[config.mk]
export PLATFORM = sky130hd
export DESIGN_NAME = tdir_top
export DESIGN_NICKNAME = d
export VERILOG_FILES = /design/src/rtl/tdir_pkg.sv /design/src/rtl/tdir_set_match.sv /design/src/rtl/tdir_lru.sv /design/src/rtl/tdir_top.sv
export SDC_FILE = /design/constraint.sdc
export NUM_CORES = 2
export LEC_CHECK = 0
export BUFFER_PORTS_ARGS = -buffer_cell sky130_fd_sc_hd__buf_2
export CAP_MARGIN = 20
export CORE_ASPECT_RATIO = 0.7
export CORE_UTILIZATION = 55
export CTS_CLUSTER_DIAMETER = 40
export CTS_CLUSTER_SIZE = 40
export DETAILED_ROUTE_END_ITERATION = 10
export PLACE_DENSITY = 0.71
export SYNTH_ARGS = -nofsm -noshare
export SYNTH_HDL_FRONTEND = slang
export SYNTH_SLANG_ARGS = --single-unit
[constraint.sdc]
create_clock -name clk_i -period 11 [get_ports clk_i]
set_input_delay 2.2 -clock clk_i [delete_from_list [all_inputs] [get_ports clk_i]]
set_output_delay 2.2 -clock clk_i [all_outputs]
set_load 0.02 [all_outputs]
[src/rtl/tdir_pkg.sv]
package tdir_pkg;
  typedef enum logic [3:0] {
    CMD_LOOKUP = 4'd0, CMD_AVAIL = 4'd1, CMD_ALLOC = 4'd2, CMD_DEALLOC = 4'd3,
    CMD_PROBE = 4'd4, CMD_PERM = 4'd5, CMD_LK_SET = 4'd6, CMD_LK_CLR = 4'd7,
    CMD_LK_TEST = 4'd8
  } cmd_e;

  localparam logic [2:0] PERM_NP  = 3'd0;
  localparam logic [2:0] PERM_INV = 3'd1;
endpackage

[src/rtl/tdir_set_match.sv]
module tdir_set_match #(
  parameter int WAYS   = 4,
  parameter int ADDR_W = 16,
  localparam int WAY_W = $clog2(WAYS)
) (
  input  logic [WAYS-1:0]   vld_i,
  input  logic [2:0]        perm_i [WAYS],
  input  logic [ADDR_W-1:0] line_i [WAYS],
  input  logic [ADDR_W-1:0] addr_i,
  output logic              tag_any_o,
  output logic [WAY_W-1:0]  tag_way_o,
  output logic              hit_o,
  output logic [WAY_W-1:0]  hit_way_o,
  output logic              free_any_o,
  output logic [WAY_W-1:0]  free_way_o
);
  logic [WAYS-1:0] tag_v, hit_v, free_v;

  for (genvar w = 0; w < WAYS; w++) begin : g_way
    assign tag_v[w]  = vld_i[w] && (line_i[w] == addr_i);
    assign hit_v[w]  = tag_v[w] && (perm_i[w] != tdir_pkg::PERM_NP);
    assign free_v[w] = !vld_i[w] || (perm_i[w] == tdir_pkg::PERM_NP);
  end

  // lowest index wins
  always_comb begin
    tag_way_o  = '0;
    hit_way_o  = '0;
    free_way_o = '0;
    for (int w = WAYS - 1; w >= 0; w--) begin
      if (tag_v[w])  tag_way_o  = WAY_W'(w);
      if (hit_v[w])  hit_way_o  = WAY_W'(w);
      if (free_v[w]) free_way_o = WAY_W'(w);
    end
  end

  assign tag_any_o  = |tag_v;
  assign hit_o      = |hit_v;
  assign free_any_o = |free_v;
endmodule

[src/rtl/tdir_lru.sv]
module tdir_lru #(
  parameter int SETS = 8,
  parameter int WAYS = 4,
  localparam int SET_W = $clog2(SETS),
  localparam int WAY_W = $clog2(WAYS)
) (
  input  logic             clk_i,
  input  logic             rst_ni,
  input  logic             touch_i,
  input  logic [SET_W-1:0] touch_set_i,
  input  logic [WAY_W-1:0] touch_way_i,
  input  logic [SET_W-1:0] set_i,
  output logic [WAY_W-1:0] victim_way_o
);
  // age 0 = most recent, WAYS-1 = victim; ages form a permutation per set
  logic [WAY_W-1:0] age_q [SETS][WAYS];

  always_ff @(posedge clk_i or negedge rst_ni) begin
    if (!rst_ni) begin
      for (int s = 0; s < SETS; s++)
        for (int w = 0; w < WAYS; w++)
          age_q[s][w] <= WAY_W'(w);
    end else if (touch_i) begin
      for (int w = 0; w < WAYS; w++) begin
        if (WAY_W'(w) == touch_way_i)
          age_q[touch_set_i][w] <= '0;
        else if (age_q[touch_set_i][w] < age_q[touch_set_i][touch_way_i])
          age_q[touch_set_i][w] <= age_q[touch_set_i][w] + 1'b1;
      end
    end
  end

  always_comb begin
    victim_way_o = '0;
    for (int w = 0; w < WAYS; w++)
      if (age_q[set_i][w] == WAY_W'(WAYS - 1)) victim_way_o = WAY_W'(w);
  end
endmodule

[src/rtl/tdir_top.sv]
module tdir_top #(
  parameter int ADDR_W      = 16,
  parameter int CACHE_BYTES = 128,
  parameter int LINE_BYTES  = 4,
  parameter int WAYS        = 4,
  parameter int IDX_LSB     = $clog2(LINE_BYTES),
  parameter int CTX_W       = 4,
  localparam int SETS  = CACHE_BYTES / WAYS / LINE_BYTES,
  localparam int SET_W = $clog2(SETS),
  localparam int WAY_W = $clog2(WAYS)
) (
  input  logic              clk_i,
  input  logic              rst_ni,
  input  logic              req_valid_i,
  output logic              req_ready_o,
  input  logic [3:0]        cmd_i,
  input  logic [ADDR_W-1:0] addr_i,
  input  logic              touch_i,
  input  logic [2:0]        perm_i,
  input  logic [CTX_W-1:0]  ctx_i,
  output logic              rsp_valid_o,
  output logic              hit_o,
  output logic [WAY_W-1:0]  hit_way_o,
  output logic              avail_o,
  output logic [ADDR_W-1:0] victim_addr_o,
  output logic              lock_o,
  output logic              err_o
);
  import tdir_pkg::*;

  logic [WAYS-1:0]   vld_q [SETS];
  logic [2:0]        perm_q [SETS][WAYS];
  logic [ADDR_W-1:0] line_q [SETS][WAYS];
  logic              lk_q [SETS][WAYS];
  logic [CTX_W-1:0]  own_q [SETS][WAYS];

  cmd_e              cmd;
  logic [SET_W-1:0]  set_idx;
  logic [2:0]        row_perm [WAYS];
  logic [ADDR_W-1:0] row_line [WAYS];
  logic              tag_any, hit, free_any, avail, err_c, lock_c, alloc_ok, touch_en;
  logic [WAY_W-1:0]  tag_way, hit_way, free_way, vic_way, touch_way;

  assign cmd         = cmd_e'(cmd_i);
  assign set_idx     = addr_i[IDX_LSB +: SET_W];
  assign req_ready_o = 1'b1;

  always_comb begin
    for (int w = 0; w < WAYS; w++) begin
      row_perm[w] = perm_q[set_idx][w];
      row_line[w] = line_q[set_idx][w];
    end
  end

  tdir_set_match #(.WAYS(WAYS), .ADDR_W(ADDR_W)) u_match (
    .vld_i(vld_q[set_idx]), .perm_i(row_perm), .line_i(row_line), .addr_i(addr_i),
    .tag_any_o(tag_any), .tag_way_o(tag_way), .hit_o(hit), .hit_way_o(hit_way),
    .free_any_o(free_any), .free_way_o(free_way)
  );

  assign avail    = tag_any | free_any;
  assign alloc_ok = req_valid_i && (cmd == CMD_ALLOC) && !hit && free_any;
  assign touch_en = req_valid_i && touch_i && (((cmd == CMD_LOOKUP) && hit) || alloc_ok);
  assign touch_way = (cmd == CMD_ALLOC) ? free_way : hit_way;

  tdir_lru #(.SETS(SETS), .WAYS(WAYS)) u_lru (
    .clk_i(clk_i), .rst_ni(rst_ni), .touch_i(touch_en), .touch_set_i(set_idx),
    .touch_way_i(touch_way), .set_i(set_idx), .victim_way_o(vic_way)
  );

  always_comb begin
    unique case (cmd)
      CMD_ALLOC:                            err_c = hit || !free_any;
      CMD_DEALLOC, CMD_LK_SET, CMD_LK_CLR,
      CMD_LK_TEST:                          err_c = !hit;
      CMD_PERM:                             err_c = !tag_any;
      CMD_PROBE:                            err_c = avail;
      default:                              err_c = 1'b0;
    endcase
  end

  assign lock_c = (cmd == CMD_LK_TEST) && hit && lk_q[set_idx][hit_way] &&
                  (own_q[set_idx][hit_way] == ctx_i);

  always_ff @(posedge clk_i or negedge rst_ni) begin
    if (!rst_ni) begin
      for (int s = 0; s < SETS; s++) begin
        vld_q[s] <= '0;
        for (int w = 0; w < WAYS; w++) begin
          perm_q[s][w] <= PERM_NP;
          line_q[s][w] <= '0;
          lk_q[s][w]   <= 1'b0;
          own_q[s][w]  <= '0;
        end
      end
    end else if (req_valid_i && !err_c) begin
      unique case (cmd)
        CMD_ALLOC: begin
          vld_q[set_idx][free_way]  <= 1'b1;
          line_q[set_idx][free_way] <= addr_i;
          perm_q[set_idx][free_way] <= PERM_INV;
          lk_q[set_idx][free_way]   <= 1'b0;
        end
        CMD_DEALLOC: vld_q[set_idx][hit_way]  <= 1'b0;
        CMD_PERM:    perm_q[set_idx][tag_way] <= perm_i;
        CMD_LK_SET: begin
          lk_q[set_idx][hit_way]  <= 1'b1;
          own_q[set_idx][hit_way] <= ctx_i;
        end
        CMD_LK_CLR:  lk_q[set_idx][hit_way] <= 1'b0;
        default: ;
      endcase
    end
  end

  always_ff @(posedge clk_i or negedge rst_ni) begin
    if (!rst_ni) begin
      rsp_valid_o   <= 1'b0;
      hit_o         <= 1'b0;
      hit_way_o     <= '0;
      avail_o       <= 1'b0;
      victim_addr_o <= '0;
      lock_o        <= 1'b0;
      err_o         <= 1'b0;
    end else begin
      rsp_valid_o   <= req_valid_i;
      hit_o         <= req_valid_i && hit;
      hit_way_o     <= hit_way;
      avail_o       <= req_valid_i && avail;
      victim_addr_o <= line_q[set_idx][vic_way];
      lock_o        <= req_valid_i && lock_c;
      err_o         <= req_valid_i && err_c;
    end
  end
endmodule

Yosys cells after proc, flatten, opt, wreduce, memory -nomap -nowiden. Index checks and enable logic that the tools add are counted.

Add/subtract/negate cells: 4. Eq/ne operators: 18. Order comparisons: 18. Bitwise gates (word level): 26. Muxes and demuxes: 108. Reduce and logical (&&, ||, !) cells: 64.

Operators by type and width (count): 2-to-1 mux 64 bit (14); bitwise mux 512 bit (1); bitwise AND 64 bit (5); inverter 64 bit (5); bitwise mux 64 bit (4); binary-select mux 64 bit (select 3 bit) (1); demux 64 bit (select 3 bit) (1); one-hot mux 96 bit (2 select lines) (1); bitwise mux 128 bit (1); bitwise AND 32 bit (3); bitwise mux 96 bit (1); demux 8 bit (select 3 bit) (4); 2-to-1 mux 16 bit (6); inverter 32 bit (3); OR 32 bit (3); one-hot mux 32 bit (3 select lines) (1); demux 12 bit (select 3 bit) (2); equality test 16 bit (4); one-hot mux 32 bit (2 select lines) (1); binary-select mux 16 bit (select 3 bit) (1); demux 16 bit (select 3 bit) (1); demux 4 bit (select 3 bit) (4); 2-to-1 mux 12 bit (4); 2-to-1 mux 4 bit (12); 45 further kinds (155).

Bits in registers: 887. Output and inout bits: 24. Word-level logic and storage cells: 413. Input bits: 31.

Longest topological paths before layout.
Word-level depth: 31. Depth in mapped cells: 22. Depth with buffers taken out: 13.

Cells and area by module. Synthesis repeated with hierarchy kept, for this count alone.

Cell total of the unflattened synthesis: 3505. Area, all modules: 42831.1 µm².

By module, submodules not included: tdir_top (cells each 2983, instances 1, sequential area each 20594.8 µm², area an instance 37882.6 µm²); tdir_lru (cells each 395, instances 1, sequential area each 1641.6 µm², area an instance 3983.8 µm²); tdir_set_match (cells each 127, instances 1, sequential area each 0.0 µm², area an instance 964.7 µm²).

Worst setup path before layout. Ideal clock, no wire load.

Path type: input to register. From: input port addr_i[4]. To: register line_q[441] in the netlist's numbering. Cell stages on the path: 19. Data required time: 10872 ps. Arrival time: 6413 ps. Setup time: 128 ps. Slack: 4460 ps. Buffers on the path: 7. Cell sequence: buf_2 -> buf_4 -> inv_1 -> buf_2 -> buf_2 -> mux4_2 -> mux2i_1 -> and2b_1 -> and2b_1 -> nand2_1 -> nor3_1 -> a211oi_1 -> or4b_1 -> buf_2 -> or3_4 -> buf_12 -> nor2_8 -> buf_6 -> mux2_1.

Cells in the longest elaborated chain, start to end: 18. Elaborated cells between the ends (all ways): 66. Those cells by class: 4 x order compare; 4 x eq/ne; 19 x mux; 3 x bitwise; 36 x reduce/logical.

RTL lines: start: declaration (line tdir_top.sv:17) `input logic [ADDR_W-1:0] addr_i,`; inverter 3 -> 4 bit (implied by the code); binary-select mux 12 bit (select 3 bit) / binary-select mux 4 bit (select 3 bit) (equally long branches) (line tdir_top.sv:50, tdir_top.sv:56); 2-to-1 mux 12 bit (implied by the code) / 2-to-1 mux 4 bit (equally long branches) (2 in a row) (line tdir_top.sv:50, tdir_top.sv:56); logical NOT 3 bit / logical NOT 1 bit (equally long branches) (line tdir_set_match.sv:22) `assign free_v[w] = !vld_i[w] || (perm_i[w] == tdir_pkg::PERM_NP);`; logical OR 1 bit (line tdir_set_match.sv:22); 2-to-1 mux 2 bit (4 in a row) (line tdir_set_match.sv:33) `if (free_v[w]) free_way_o = WAY_W'(w);`; inverter 2 -> 3 bit (implied by the code) (line tdir_top.sv:100) `line_q[set_idx][free_way] <= addr_i;`; >= comparator 3 bit (implied by the code) / < comparator 3 x 1 -> 1 bit (equally long branches) (line tdir_top.sv:100); logical AND 1 bit (implied by the code) (line tdir_top.sv:100); 2-to-1 mux 16 bit (implied by the code) (line tdir_top.sv:100); demux 16 bit (select 2 bit) (line tdir_top.sv:100); 2-to-1 mux 64 bit (implied by the code) (line tdir_top.sv:100); demux 64 bit (select 3 bit) (line tdir_top.sv:100); bitwise mux 512 bit (line tdir_top.sv:100); end signal: indexed assignment (line tdir_top.sv:100); end: declaration (line tdir_top.sv:33) `logic [ADDR_W-1:0] line_q [SETS][WAYS];`.

Several ways; a longest one is shown, not always the timed one. The select of a mux whose other input is x is not followed. A chain may end at the register's enable or synchronous reset.

Worst setup path after layout.
From: input port addr_i[3]. To: register line_q[203] in the netlist's numbering.

The elaborated chain is that of the path after synthesis.

==> results.md <==
Status:
- The run finished with clean final reports.

Global routing:
- The number of global-route vias before repair is 31,671.
- The remaining global-route overflow is 0.
- The met2 capacity usage during global routing is 48.1%.
- The first global-routing pass estimated 206,000 um of wire.
- The met1 usage in global routing is 51.9%.
- The initial antenna violation count is 6.
- Entering global routing, the biggest net connects 206 pins.
- The layer flagged by global routing as most heavily used is met1.
- Global routing used 34.9% of the available tracks.
- For this run, global-route usage on met3 was measured as 10.7%.

Final layout:
- Cells with a size suffix above 1 make up 29.1% of the layout.
- The area overhead of the layout relative to synthesis is 11.4%.
- For this run, the number of standard cells in the final layout without fillers is 4,641.
- The filler cells instantiated in the layout total 5,842.
- The number of antenna diodes in the final layout is 0.
- The top cell types in the final layout, fill and taps aside, are dfrtp_1, mux2_2, nand2_1.
- The most common cell after layout, fill and taps aside is dfrtp_1.
- The net total in the final layout is 3,552.

Floorplanning:
- The vertical die dimension is 235 um.
- 55 I/O pins were placed.
- The total die area is 0.0786 sq mm.
- The width of the die is 335 um.
- The initial core utilization is 56.1%.
- The floorplan has 84 rows.
- The area of the core is 0.0759 sq mm.

CTS:
- Gates resized during post-CTS repair numbered 0.
- The number of buffers inserted during clock tree synthesis is 103.
- The H-tree generated during clock tree synthesis spans 3 levels.
- Hold repair after CTS inserted 0 buffers.
- The clock insertion delay at the later pin of the skew report is 0.70 ns.
- CTS saw 887 sinks.
- The clock tree from TritonCTS is yes.
- Clock-pin slew was measured on the worst setup and hold paths at 0.07 ns.
- Buffers added to address setup during post-CTS repair amount to 0.
- The tree is rooted in a clkbuf_16.
- The clock tree buffer depth is 3.

Synthesis:
- The number of enable-type register cells in the synthesized netlist is 0.
- Synthesis produced a netlist with a net count of 3,562.
- The most used flip-flop cell after synthesis is dfrtp_1.
- By area the synthesized netlist is led by dfrtp_1, mux2_2, mux4_2.
- After Yosys synthesis, XOR and XNOR cells account for 0.905% of the synthesized area.
- The sequential element share of the synthesized area is 52.2%.
- Counting every instance in the synthesized netlist gives 3,528.
- The netlist area before placement is 0.0426 sq mm.
- After Yosys synthesis, full adders, half adders and majority gates account for 0.0881% of the synthesized area.
- The number of different library cells used by synthesis comes to 100.
- After synthesis, the share of flip-flops with an asynchronous set or reset is 100%.
- After synthesis, the largest family of logic cells by area is multiplexers.
- dfrtp_1 takes more of the synthesized area than any other cell.
- The simple-gate share of the synthesized area is 8.97%.
- In this run the biggest area consumer among cell types represents 50.2% of the synthesized area.
- The total of flip-flops plus latches after synthesis is 887.
- Each instance of the synthesized netlist takes up on average 12.1 sq um.
- The share of synthesized area spent on multiplexers is 22.7%.
- The Yosys step of the flow raised 0 warnings.
- The compound-cell area share of the yosys netlist is 11.8%.

Route:
- The detail-routed via count per cell is 6.79.
- The iteration-0 DRC count of the detailed router is 4,170.
- The first detailed-routing pass ran for 6 iterations.
- After detailed routing, the average wire length per cell comes to 29.5 um.
- In this run the remaining antenna-violating nets after routing total 0.
- The routed design has 137,000 um of wire.
- The DRC violation count after routing is 0.
- The total via count after detailed routing is 31,496.

Power:
- The design draws 7.70 mW.
- The power per cell area is 162 mW/mm^2.
- Across the VDD grid, the largest voltage drop is 181 uV.
- The leakage power total is 22.7 nW.

Timing:
- The normalized max-slew margin is 15.2%.
- Setup violations remaining at the end of the flow were counted as 0.
- The part of the cycle the worst path needs is 74.8%.
- The total count of hold-check failures in the final report came to 0.
- Based on the critical path, the design can be clocked at up to 0.122 GHz.
- The final max-slew violation count is 0.
- The time the final worst path needs with I/O delays and setup is 8.23 ns.
- For the final database, setup skew stands at 0.0350 ns.
- Setup repair after global routing left no endpoint under its margin.
- For the pin with the worst max-slew slack, the measured transition is 1.24 ns.
- The accumulated negative setup slack is 0 ns.

Placement:
- At the end of routability-driven placement, the weighted congestion stood at 0.998.
- The sum of net half-perimeters after detailed placement is 89,200 um.
- The cell count after placement is 4,444.
- The number of port buffers is 53.

Run:
- Max-cap violations in this run came to 0.

Critical path:
- For the worst setup path, the data required time is 11.56 ns.
- Along the worst path, the maximum fanout reaches 54.
- The largest single stage delay on the critical path is 0.80 ns.
- Together, buffers and inverters on the worst path number 2.
- The slowest stage of the critical path belongs to the cell nand2_1.
- The kind of start point of the critical path is a primary input.
- Data on the critical path arrives at its endpoint at 8.79 ns.
- The signal on the critical path passes through buf_6 > buf_4 > nand2b_1 > o22ai_1 > o21ai_0 > nand4_1 > or4_1 > or4bb_1 > nand4_1 > o22ai_2 > nor4b_4 > nand2_1 > nor2_2 > nand2_1 > mux2_2.
- The worst setup path is of the primary input to flip-flop kind.
- The setup slack of the worst register-to-register path is 5.15 ns.
- On the critical path the largest part of the delay comes from simple AND/OR/NAND/NOR gates.
- The reg-to-reg startpoint is line_q[120]$_DFFE_PN0P_.
- The length in cells of the worst reg-to-reg path is 13.
- The endpoint type of the worst setup path is a flip-flop.
- The endpoint of the lowest-slack register-to-register path is line_q[203]$_DFFE_PN0P_.

Worst hold path:
- Along the worst hold path, the cell count comes to 1.
- For hold timing, the worst endpoint is line_q[212]$_DFFE_PN0P_.
- The startpoint of the lowest-slack hold path is line_q[212]$_DFFE_PN0P_.
- The worst hold path belongs to the class flip-flop to flip-flop.
-- metal layers --
layer,vias to the layer above,part of all wire [%]
li1,13004,-
met4,4,3.6
met1,16287,43
met3,380,12
met5,-,0.016
met2,1821,42
-- kinds of logic after synthesis --
family,count (synthesis)
other,1
XOR/XNOR,44
AO/OA/AOI/OAI,757
AND/OR/NAND/NOR,720
multiplexers,816
buffers and inverters,300
flip-flops,887
adder cells (fa/ha/maj),3
-- worst register-to-register path, delay by kind of cell, from the launching register on --
family,cells,cell delay (ns)
AND/OR/NAND/NOR,7,2.97
multiplexers,3,1.66
AO/OA/AOI/OAI,2,0.55
flip-flops,1,0.41
XOR/XNOR,1,0.13
-- power breakdown --
part           internal [mW]  switching, mW  leakage, nW
Sequential              3.33         0.0416         12.1
Clock                   2.11           1.61         1.82
Combinational          0.180          0.435         8.79
Total                   5.62           2.08         22.7
-- worst max path at each step --
stage              start                      end  slack [ns]  cells past startpoint
3_3_place_gp   addr_i[4]  line_q[440]$_DFFE_PN0P_        2.21                     13
5_1_grt        addr_i[3]   perm_q[52]$_DFFE_PN0P_        2.59                     15
4_1_cts        addr_i[3]  line_q[447]$_DFFE_PN0P_        3.01                     14
3_5_place_dp   addr_i[3]  line_q[433]$_DFFE_PN0P_        2.30                     14
6_report       addr_i[3]  line_q[203]$_DFFE_PN0P_        2.77                     15
2_1_floorplan  addr_i[4]  line_q[441]$_DFFE_PN0P_        4.46                     19
-- cell type report --
| class | instances | area (sq um) | share of cell area [%] |
|---|---|---|---|
| multi-input combinational | 2341 | 19000 | 40.0 |
| clock buffer | 109 | 2650 | 5.59 |
| tap | 1032 | 1290 | 2.72 |
| sequential | 887 | 22200 | 46.9 |
| inverter | 54 | 203 | 0.427 |
| timing repair buffer | 131 | 953 | 2.01 |
| clock inverter | 87 | 1130 | 2.38 |
-- Yosys cell counts (29+ instances only) --
cell       count
dfstp_2       32
or2_2         31
mux2_1        71
mux2i_1      132
dfrtp_1      855
o22ai_1       89
nand2b_1      36
nor3_1        52
mux2_2       553
nand3_1       36
mux4_2        59
a21oi_1      148
nor2_1       123
nand2_1      240
inv_1         51
a221oi_1      31
o221ai_1      29
buf_2         45
a22oi_1       45
clkbuf_1     134
xnor2_1       33
nor2b_1       39
and2_1        41
o2bb2ai_1     38
o21ai_0      208
-- sequential cells by signal (all words and copies together) (netlist names) --
name,flops
line_q,512
rsp_valid_o,1
u_lru.age_q,64
avail_o,1
hit_o,1
lock_o,1
victim_addr_o,16
lk_q,32
own_q,128
hit_way_o,2
perm_q,96
err_o,1
vld_q,32
-- per-stage QoR --
step	instance area, sq um	hold WS [ns]	util (%)	setup WS [ns]
2_1_floorplan	42600	0.426	-	4.46
3_3_place_gp	43600	0.443	57.5	2.21
3_5_place_dp	43600	0.448	57.5	2.30
4_1_cts	47400	0.466	62.5	3.01
5_1_grt	47400	0.478	62.5	2.59
6_report	47400	0.463	62.5	2.77
Note: power is estimated with default switching activity, not from simulation.
